<file path="config.mk">
export PLATFORM = sky130hd
export DESIGN_NAME = wave_bitmap_plotter
export DESIGN_NICKNAME = d
export VERILOG_FILES = /design/src/rtl/wbm_pkg.sv /design/src/rtl/wbm_column_ctr.sv /design/src/rtl/wbm_pixel_locate.sv /design/src/rtl/wbm_clear_walker.sv /design/src/rtl/wave_bitmap_plotter.sv
export SDC_FILE = /design/constraint.sdc
export NUM_CORES = 1
export LEC_CHECK = 0
export ABC_AREA = 1
export BUFFER_PORTS_ARGS = -buffer_cell sky130_fd_sc_hd__buf_4
export CORE_MARGIN = 3
export CORE_UTILIZATION = 35
export CTS_BUF_LIST = sky130_fd_sc_hd__clkbuf_4 sky130_fd_sc_hd__clkbuf_8
export CTS_CLUSTER_SIZE = 40
export DETAILED_ROUTE_END_ITERATION = 10
export PLACE_DENSITY_LB_ADDON = 0.08
export REMOVE_ABC_BUFFERS = 1
export SYNTH_ARGS = -nofsm -noshare
export SYNTH_HDL_FRONTEND = slang
export SYNTH_HIERARCHICAL = 1
export SYNTH_SLANG_ARGS = --single-unit
</file>
<file path="constraint.sdc">
create_clock -name clk -period 3.85 [get_ports clk]
set_input_delay 0 -clock clk [delete_from_list [all_inputs] [get_ports clk]]
set_output_delay 0 -clock clk [all_outputs]
set_load 0.03 [all_outputs]
</file>
<file path="src/rtl/wbm_pkg.sv">
package wbm_pkg;

    typedef enum logic [2:0] {
        ST_IDLE,
        ST_MERGE,
        ST_WRITE,
        ST_CLEAR,
        ST_DONE
    } wbm_state_t;

endpackage

</file>
<file path="src/rtl/wbm_column_ctr.sv">
module wbm_column_ctr #(
    parameter int COL_W = 7
) (
    input  logic             clk,
    input  logic             rst,
    input  logic             restart,
    input  logic             advance,
    output logic [COL_W-1:0] col,
    output logic             room
);
    localparam int COLS = 1 << COL_W;

    // one extra bit marks "capture full"
    logic [COL_W:0] cnt;

    assign col  = restart ? '0 : cnt[COL_W-1:0];
    assign room = restart | ~cnt[COL_W];

    always_ff @(posedge clk) begin
        if (rst) begin
            cnt <= '0;
        end else if (restart) begin
            cnt <= advance ? (COL_W+1)'(1) : '0;
        end else if (advance) begin
            cnt <= cnt + 1'b1;
        end
    end

    // the counter never passes the saturation value
    assert_col_saturates_R7: assert property (@(posedge clk) disable iff (rst)
        cnt <= (COL_W+1)'(COLS));

    // a full counter only moves again through restart
    assert_full_holds_R7: assert property (@(posedge clk) disable iff (rst)
        (cnt[COL_W] && !restart) |=> cnt[COL_W]);

endmodule

</file>
<file path="src/rtl/wbm_pixel_locate.sv">
module wbm_pixel_locate #(
    parameter int COL_W = 7,
    parameter int ROW_W = 6,
    parameter int AMP_W = 8
) (
    input  logic [AMP_W-1:0]           amp,
    input  logic [COL_W-1:0]           col,
    output logic [COL_W+ROW_W-4:0]     byte_addr,
    output logic [7:0]                 bit_mask
);
    localparam int PIX_W = COL_W + ROW_W;

    logic [ROW_W-1:0] row;
    logic [PIX_W-1:0] pix;

    assign row       = amp[AMP_W-1 -: ROW_W];
    assign pix       = {row, col};
    assign byte_addr = pix[PIX_W-1:3];

    // first pixel of a byte sits in the MSB
    for (genvar b = 0; b < 8; b++) begin : g_mask
        assign bit_mask[b] = (pix[2:0] == 3'(7 - b));
    end

    always_comb begin
        assert_mask_onehot_R2: assert ($onehot(bit_mask));
    end

endmodule

</file>
<file path="src/rtl/wbm_clear_walker.sv">
module wbm_clear_walker #(
    parameter int ADDR_W = 10
) (
    input  logic              clk,
    input  logic              rst,
    input  logic              run,
    output logic [ADDR_W-1:0] idx,
    output logic              last
);
    always_ff @(posedge clk) begin
        if (rst || !run) begin
            idx <= '0;
        end else begin
            idx <= idx + 1'b1;
        end
    end

    assign last = run && (idx == {ADDR_W{1'b1}});

    // addresses climb by one each cycle of a running clear
    assert_walk_ascends_R8: assert property (@(posedge clk) disable iff (rst)
        (run && $past(run)) |-> (idx == ADDR_W'($past(idx) + 1'b1)));

endmodule

</file>
<file path="src/rtl/wave_bitmap_plotter.sv">
module wave_bitmap_plotter
    import wbm_pkg::*;
#(
    parameter int COL_W = 7,
    parameter int ROW_W = 6,
    parameter int AMP_W = 8
) (
    input  logic                         clk,
    input  logic                         rst,
    input  logic                         smp_valid,
    input  logic [AMP_W-1:0]             smp_data,
    output logic                         smp_ready,
    input  logic                         cap_start,
    input  logic                         clr_req,
    output logic                         clr_done,
    output logic                         ram_rd_en,
    output logic [COL_W+ROW_W-4:0]       ram_rd_addr,
    input  logic [7:0]                   ram_rd_data,
    output logic                         ram_wr_en,
    output logic [COL_W+ROW_W-4:0]       ram_wr_addr,
    output logic [7:0]                   ram_wr_data
);
    localparam int PIX_W  = COL_W + ROW_W;
    localparam int ADDR_W = PIX_W - 3;

    wbm_state_t        state, state_nx;
    logic              clr_pend;
    logic              accept, plot, room;
    logic [COL_W-1:0]  col;
    logic [ADDR_W-1:0] loc_addr, p_addr, w_addr, clr_idx;
    logic [7:0]        loc_mask, p_mask, m_data, merge_base;
    logic              fwd, clr_last;

    assign smp_ready = (state == ST_IDLE || state == ST_WRITE) && !clr_pend;
    assign accept    = smp_valid && smp_ready;
    assign plot      = accept && room;

    wbm_column_ctr #(.COL_W(COL_W)) u_col (
        .clk     (clk),
        .rst     (rst),
        .restart (cap_start),
        .advance (plot),
        .col     (col),
        .room    (room)
    );

    wbm_pixel_locate #(.COL_W(COL_W), .ROW_W(ROW_W), .AMP_W(AMP_W)) u_loc (
        .amp       (smp_data),
        .col       (col),
        .byte_addr (loc_addr),
        .bit_mask  (loc_mask)
    );

    wbm_clear_walker #(.ADDR_W(ADDR_W)) u_walk (
        .clk  (clk),
        .rst  (rst),
        .run  (state == ST_CLEAR),
        .idx  (clr_idx),
        .last (clr_last)
    );

    // next-state logic
    always_comb begin
        state_nx = state;
        unique case (state)
            ST_IDLE:  if (clr_pend) state_nx = ST_CLEAR;
                      else if (plot) state_nx = ST_MERGE;
            ST_MERGE: state_nx = ST_WRITE;
            ST_WRITE: if (clr_pend) state_nx = ST_CLEAR;
                      else if (plot) state_nx = ST_MERGE;
                      else state_nx = ST_IDLE;
            ST_CLEAR: if (clr_last) state_nx = ST_DONE;
            ST_DONE:  state_nx = ST_IDLE;
            default:  state_nx = ST_IDLE;
        endcase
    end

    // state register
    always_ff @(posedge clk) begin
        if (rst) state <= ST_IDLE;
        else     state <= state_nx;
    end

    // clear request capture; requests during a running clear are dropped
    always_ff @(posedge clk) begin
        if (rst) begin
            clr_pend <= 1'b0;
        end else if (state == ST_CLEAR || state == ST_DONE || state_nx == ST_CLEAR) begin
            clr_pend <= 1'b0;
        end else if (clr_req) begin
            clr_pend <= 1'b1;
        end
    end

    // read-modify-write datapath with same-byte forwarding
    assign merge_base = (fwd && p_addr == w_addr) ? m_data : ram_rd_data;

    always_ff @(posedge clk) begin
        if (rst) begin
            p_addr <= '0;
            p_mask <= '0;
            fwd    <= 1'b0;
            w_addr <= '0;
            m_data <= '0;
        end else begin
            if (plot) begin
                p_addr <= loc_addr;
                p_mask <= loc_mask;
                fwd    <= (state == ST_WRITE);
            end
            if (state == ST_MERGE) begin
                w_addr <= p_addr;
                m_data <= merge_base | p_mask;
            end
        end
    end

    // outputs
    always_comb begin
        ram_rd_en   = plot;
        ram_rd_addr = loc_addr;
        ram_wr_en   = 1'b0;
        ram_wr_addr = w_addr;
        ram_wr_data = m_data;
        clr_done    = 1'b0;
        unique case (state)
            ST_WRITE: ram_wr_en = 1'b1;
            ST_CLEAR: begin
                ram_wr_en   = 1'b1;
                ram_wr_addr = clr_idx;
                ram_wr_data = '0;
            end
            ST_DONE:  clr_done = 1'b1;
            default:  ;
        endcase
    end

    // a plotted sample blocks the next cycle
    assert_ready_drops_R4: assert property (@(posedge clk) disable iff (rst)
        plot |=> !smp_ready);

    // write-back to the same byte two cycles after the read
    assert_write_follows_read_R4: assert property (@(posedge clk) disable iff (rst)
        ram_rd_en |-> ##2 (ram_wr_en && ram_wr_addr == $past(ram_rd_addr, 2)));

    // merged byte always contains the pixel that was read for
    assert_bit_kept_R3: assert property (@(posedge clk) disable iff (rst)
        ram_rd_en |-> ##2 ((ram_wr_data & $past(loc_mask, 2)) == $past(loc_mask, 2)));

    // forwarded merge keeps the bits of the byte just written
    assert_forward_keeps_R5: assert property (@(posedge clk) disable iff (rst)
        (ram_wr_en && ram_rd_en && ram_rd_addr == ram_wr_addr && state == ST_WRITE)
        |-> ##2 ((ram_wr_data & $past(ram_wr_data, 2)) == $past(ram_wr_data, 2)));

    // done pulse lasts one cycle and follows the top address write
    assert_done_pulse_R8: assert property (@(posedge clk) disable iff (rst)
        clr_done |=> !clr_done);
    assert_done_after_top_R8: assert property (@(posedge clk) disable iff (rst)
        $rose(clr_done) |-> $past(ram_wr_en && ram_wr_addr == {ADDR_W{1'b1}}));

    // nothing is read or accepted while clearing
    assert_no_sample_in_clear_R9: assert property (@(posedge clk) disable iff (rst)
        (state == ST_CLEAR) |-> (!ram_rd_en && !smp_ready));

endmodule

</file>
After elaboration in Yosys (flattened, before gate mapping)
Cells that the tools add are included.
{"block": "op_classes", "reduce_logical": 16, "eq_ne": 14, "mux": 15, "add_sub_neg": 2, "bitwise": 3}
{"op": "8-bit two-way mux", "count": 4}
{"op": "3-bit by 2-bit == test with 1-bit output, second input constant", "count": 5}
{"op": "3-bit == test, second input constant", "count": 5}
{"op": "3-bit case mux with 4 select lines", "count": 1}
{"op": "10-bit by 1-bit adder with 10-bit output, second input constant", "count": 1}
{"op": "10-bit == test", "count": 1}
{"op": "10-bit == test, second input constant", "count": 1}
{"op": "10-bit two-way mux", "count": 1}
{"op": "3-bit two-way mux", "count": 3}
{"op": "8-bit by 1-bit adder with 8-bit output, second input constant", "count": 1}
{"op": "8-bit OR", "count": 1}
{"op": "7-bit two-way mux", "count": 1}
{"op": "3-bit by 1-bit == test with 1-bit output, second input constant", "count": 2}
{"op": "3-bit zero test", "count": 2}
{"op": "1-bit logical AND", "count": 5}
{"op": "1-bit logical OR", "count": 4}
{"op": "1-bit two-way mux", "count": 4}
{"op": "2-bit OR reduction", "count": 2}
{"op": "1-bit zero test", "count": 2}
{"op": "2-bit two-way mux", "count": 1}
{"op": "2-bit nonzero test", "count": 1}
{"op": "1-bit NOT", "count": 1}
{"op": "1-bit OR", "count": 1}
{"block": "totals", "in_bits": 21, "ff_bits": 59}

Logic depth before layout (Yosys ltp)
{"block": "logic_depth", "word_depth": 11, "ltp_mapped": 12}

By module
The synthesis kept the hierarchy.
{"mod": "wave_bitmap_plotter", "instances": 1, "cells_each": 297, "area_per_inst_um2": 2018.2, "seq_area_each_um2": 820.8}
{"mod": "wbm_column_ctr", "instances": 1, "cells_each": 69, "area_per_inst_um2": 454.2, "seq_area_each_um2": 160.2}
{"mod": "wbm_clear_walker", "instances": 1, "cells_each": 60, "area_per_inst_um2": 440.4, "seq_area_each_um2": 200.2}
{"mod": "wbm_pixel_locate", "instances": 1, "cells_each": 25, "area_per_inst_um2": 131.4, "seq_area_each_um2": 0.0}

Worst setup path after synthesis
No wires, ideal clock.
{"block": "synth_timing", "path_kind": "register to register", "startpoint": "reg state[1]", "endpoint": "reg clr_pend", "n_path_buf": 1, "t_arrival_ps": 1807, "setup_slack_ps": 1985, "period_less_slack_ps": 1865, "setup_time_ps": 58, "stages_incl_launch_ff": 13, "path_cell_list": "dfxtp_1 inv_1 nor2_2 inv_1 nor2_2 buf_2 nand2_1 nor2_1 nand2_1 nand3_1 nand2_1 a21oi_2 o21a_1"}
{"element": "from (decl)", "line": "wave_bitmap_plotter.sv:26", "rtl": "wbm_state_t state, state_nx;"}
{"element": "from (signal assigned)", "line": "wave_bitmap_plotter.sv:81", "rtl": "else state <= state_nx;"}
{"element": "3-bit by 2-bit == test with 1-bit output", "line": "wave_bitmap_plotter.sv:57", "rtl": ".run (state == ST_CLEAR),"}
{"element": "1-bit logical AND", "line": "wbm_clear_walker.sv:18", "rtl": "assign last = run && (idx == {ADDR_W{1'b1}});"}
{"element": "net clr_last", "line": "wave_bitmap_plotter.sv:32", "rtl": "logic fwd, clr_last;"}
{"element": "3-bit two-way mux", "line": "wave_bitmap_plotter.sv:72", "rtl": "ST_CLEAR: if (clr_last) state_nx = ST_DONE;"}
{"element": "3-bit case mux with 4 select lines", "line": "wave_bitmap_plotter.sv:65", "rtl": "unique case (state)"}
{"element": "3-bit by 2-bit == test with 1-bit output", "line": "wave_bitmap_plotter.sv:88", "rtl": "end else if (state == ST_CLEAR || state == ST_DONE || state_nx == ST_CLEAR) begin"}
{"element": "1-bit logical OR", "line": "wave_bitmap_plotter.sv:88"}
{"element": "2-bit OR reduction (no line)"}
{"element": "to (signal assigned)", "line": "wave_bitmap_plotter.sv:87", "rtl": "clr_pend <= 1'b0;"}
{"element": "to (signal assigned)", "line": "wave_bitmap_plotter.sv:89", "rtl": "clr_pend <= 1'b0;"}
{"element": "to (signal assigned)", "line": "wave_bitmap_plotter.sv:91", "rtl": "clr_pend <= 1'b1;"}
{"element": "to (decl)", "line": "wave_bitmap_plotter.sv:27", "rtl": "logic clr_pend;"}
The timed path passes the listed nets, and every way through them passes these cells.
A chain may end at the register's enable or synchronous reset.

Worst setup path after layout
{"block": "layout_timing", "startpoint": "reg state[0]", "endpoint": "reg m_data[1]"}
{"block": "layout_via", "elab_chain_cells": 1}
{"element": "3-bit by 1-bit == test with 1-bit output", "line": "wave_bitmap_plotter.sv:111", "rtl": "if (state == ST_MERGE) begin"}
{"element": "to (signal assigned)", "line": "wave_bitmap_plotter.sv:113", "rtl": "m_data <= merge_base | p_mask;"}
{"element": "to (decl)", "line": "wave_bitmap_plotter.sv:31", "rtl": "logic [7:0] loc_mask, p_mask, m_data, merge_base;"}
No other way between the ends.

==> tab_implementation.tex <==
\begin{tabular}{lr}
\hline
Metric & Value \\
\hline
\multicolumn{2}{l}{\textbf{Run status}} \\
Status & finished, final reports clean \\
\multicolumn{2}{l}{\textbf{Floorplan}} \\
Die area & 9850 um\^{}2 \\
Number of rows created at floorplan & 33 \\
Starting density of the core & 0.365 \\
Width of the chip & 99.3 um \\
Standard cell core area & 8340 um\^{}2 \\
Number of ports placed on the die boundary & 53 \\
Y dimension of the die & 99.3 um \\
\multicolumn{2}{l}{\textbf{Detailed routing}} \\
Aggregate routed wire length & 7.05 mm \\
Final routed wire length divided by cell count & 11.5 um \\
Vias post-DR & 2,803 \\
DRC violation total after the first TritonRoute iteration & 71 \\
Vias/cell & 4.59 \\
Post-route DRC & 0 \\
1st-pass router iterations & 4 \\
Count of nets left with antenna violations after detail routing & 0 \\
\multicolumn{2}{l}{\textbf{Pwr}} \\
Maximum ir drop on the vdd rail & 0.205 mV \\
Share of power burned in the clock network & 0.219 \\
Part of the total power dissipated in combinational logic & 0.420 \\
Total power per unit cell area & 611 nW/um\^{}2 \\
Switching portion of total power & 0.413 \\
Leakage dissipation & 1.61 nW \\
Part of the total power dissipated in sequential elements & 0.361 \\
Cell-internal power & 0.00132 W \\
Sw Pwr & 0.000931 W \\
\multicolumn{2}{l}{\textbf{Worst setup path}} \\
CP Capture Point & m\_data[1] \\
R2R Path End & m\_data[1] \\
Top fanout value on the critical path & 24 \\
Critical Path Start & state[0] \\
Critical setup path kind & reg2reg \\
Arrival time reported for the critical path endpoint & 2.46 ns \\
Startpoint of the worst-slack reg-to-reg timing path & state[0] \\
Flop2flop setup slack & 1.66 ns \\
CP startpoint kind & register \\
Required arrival time at the worst endpoint & 4.12 ns \\
Nature of the critical path endpoint & register \\
Number of cells on the worst reg-to-reg path & 7 \\
\multicolumn{2}{l}{\textbf{STA}} \\
Final hold violation count & 0 \\
Setup violators final & 0 \\
Peak clock frequency supported by timing & 0.457 GHz \\
Setup repair after global routing missed its margin & false \\
Setup slack of the critical path after layout & 1.66 ns \\
Setup\_tns & 0 ns \\
Final-report max-slew violation count & 0 \\
Clock tree skew after final layout & 0.00556 ns \\
Share of the clock period used by the worst path after layout & 0.569 \\
Slew at the pin closest to its max-slew limit & 0.938 ns \\
Crit path time final & 2.19 ns \\
Slew HR & 0.373 \\
\multicolumn{2}{l}{\textbf{Logic synthesis}} \\
Area fraction in and, or, nand and nor cells after synthesis & 0.316 \\
Fraction of synthesized cell area in xor and xnor cells & 0.00288 \\
Yosys cell types & 29 \\
Warnings, synthesis & 6 \\
Instance count of the mapped netlist & 451 \\
Post-synthesis instance area & 3040 um\^{}2 \\
Multiplexer area fraction after synthesis & 0 \\
Seq cells post-synth & 59 \\
Post-Syn Area per Cell & 6.75 um\^{}2 \\
Post-synthesis adder-cell area fraction & 0.00822 \\
Sequential cell area fraction in the yosys report & 0.388 \\
Fraction of the mapped netlist area in compound gates & 0.142 \\
Main combinational cell family by area after synthesis & simple AND/OR/NAND/NOR gates \\
\multicolumn{2}{l}{\textbf{Global route}} \\
Tot GR Track Use & 0.148 \\
Antenna violations before repair & 0 \\
Maximum number of pins on one net before global-route repair & 33 \\
Global-route wire length before repair & 11.8 mm \\
Vias in the first global route & 2,622 \\
Sum of overflow across all layers after global routing & 0 \\
\multicolumn{2}{l}{\textbf{Clock tree}} \\
Clock Root Buffer & clkbuf\_8 \\
Worst-skew pair later-pin latency & 0.33 ns \\
Clock Path Buffers & 2 \\
Post-CTS sizing & 0 \\
Clock slew at the register clock pins of the worst setup and hold paths & 0.07 ns \\
Total CTS buffers & 9 \\
H-tree levels & 3 \\
CTS tree & done \\
Count of clock tree sinks & 59 \\
\multicolumn{2}{l}{\textbf{Cells and area}} \\
Number of antenna repair diodes & 0 \\
Net count reported at finish & 525 \\
Syn-to-layout area delta & 21.3\% \\
Area used by multi-input combinational logic & 1430 um\^{}2 \\
Leading cell types in the layout, fill and taps excluded & 95 x nand2\_1, 78 x nor2\_1, 61 x inv\_1 \\
Share of final-layout standard cells stronger than drive strength 1 & 0.186 \\
Commonest non-fill, non-tap cell in the layout & nand2\_1 \\
Seq. cell area & 1180 um\^{}2 \\
Number of filler instances in the final layout & 922 \\
\multicolumn{2}{l}{\textbf{Placement}} \\
Number of buffers inserted by port buffering & 50 \\
Worst setup slack after placement & 1.85 ns \\
HPWL Detailed & 4.97 mm \\
Routability congestion estimate from global placement & 0.751 \\
\multicolumn{2}{l}{\textbf{Job}} \\
MaxCap Viol Count & 0 \\
\multicolumn{2}{l}{\textbf{Hold path}} \\
Min-delay worst type & in2reg \\
\hline
\end{tabular}
==> worst min path at each step <==
stage | startpoint | end | cells after the start
2_1_floorplan | smp_data[2] | ram_rd_addr[4] | 0
4_1_cts | ram_rd_data[5] | m_data[5] | 5
6_report | cap_start | u_col/cnt[2] | 4
3_5_place_dp | smp_data[4] | ram_rd_addr[6] | 2
5_1_grt | cap_start | u_col/cnt[2] | 4
3_3_place_gp | smp_data[4] | ram_rd_addr[6] | 2
==> synth_stat cells <==
master,n,share of area
nor2_2,4,0.0082
clkbuf_2,1,0.0016
a21oi_1,29,0.048
xnor2_1,1,0.0029
and3_1,1,0.0021
nand2_4,1,0.0037
nor2_4,3,0.011
nand2_1,95,0.12
a21boi_1,1,0.0025
nand2_2,1,0.0021
buf_4,14,0.035
o21ai_1,2,0.0033
nor3_4,2,0.011
nand3_2,5,0.016
buf_6,4,0.015
nor2_8,1,0.0066
dfxtp_1,59,0.39
buf_2,4,0.0066
nor2_1,78,0.096
inv_2,4,0.0049
o21a_1,1,0.0025
o21ai_0,42,0.069
inv_1,61,0.075
nor3b_1,1,0.0025
nor3_1,9,0.015
clkbuf_1,4,0.0049
a21oi_2,6,0.017
ha_1,2,0.0082
nand3_1,15,0.025
==> stage by stage <==
stage	hold slack, ns	util	cell area, um^2	total power [W]	std cells
2_1_floorplan	0	-	2850	0.00146	424
3_3_place_gp	0.229	0.405	3380	0.00176	581
3_5_place_dp	0.230	0.405	3380	0.00177	581
4_1_cts	0.0122	0.443	3690	0.00229	611
5_1_grt	0.0320	0.443	3690	0.00244	611
6_report	0.0365	0.443	3690	0.00226	611
==> worst max-delay path, cell delays in order, from the launching register on <==
cell,delay (ns)
dfxtp_1,0.40
inv_2,0.10
nor3_4,0.72
nand2_1,0.15
nand2_1,0.11
nor2_1,0.04
nor2_1,0.07
dlygate4sd3_1,0.54
==> state kept, by name (all words and copies together), names as in the netlist <==
register / cells
p_addr: 10
u_col/cnt: 8
clr_pend: 1
u_walk/idx: 10
fwd: 1
state: 3
m_data: 8
w_addr: 10
p_mask: 8
==> metal layers <==
metal,wire (um),vias to the layer above,part of all wire,GRT usage
li1,-,1492,-,-
met1,3310,1267,0.47,0.178
met2,3430,39,0.49,0.258
met3,245,5,0.035,0.0477
met4,68,0,0.0096,0.0347
met5,0,-,0,0
==> cell type report <==
type | instances | area share
clock buffer | 12 | 0.0413
clock inverter | 3 | 0.00407
timing repair buffer | 67 | 0.146
sequential | 59 | 0.320
tap | 105 | 0.0356
multi-input combinational | 300 | 0.387
inverter | 65 | 0.0661
==> power by group through the flow <==
stage,logic (W),clock network [W],registers [W]
after floorplan,0.000654,0,0.000809
after global placement,0.000934,0,0.000823
after detailed placement,0.000938,0,0.000827
after CTS,0.000961,0.000513,0.000814
after global routing,0.00107,0.000540,0.000833
final,0.000947,0.000494,0.000815
==> cells by family (layout without fill, tap and decap cells) <==
kind of cell / Yosys count / after routing
flops: 59 / 59
xor+xnor: 1 / 1
buf+inv: 92 / 147
compound gates: 81 / 81
simple gates: 216 / 216
fa+ha+maj: 2 / 2
==> timing repair <==
action,4_1_cts,5_1_grt
setup buffers,0,0
hold endpoints to repair,14,0
hold buffers,15,0
No activity file was read; power rests on OpenSTA's default activity.
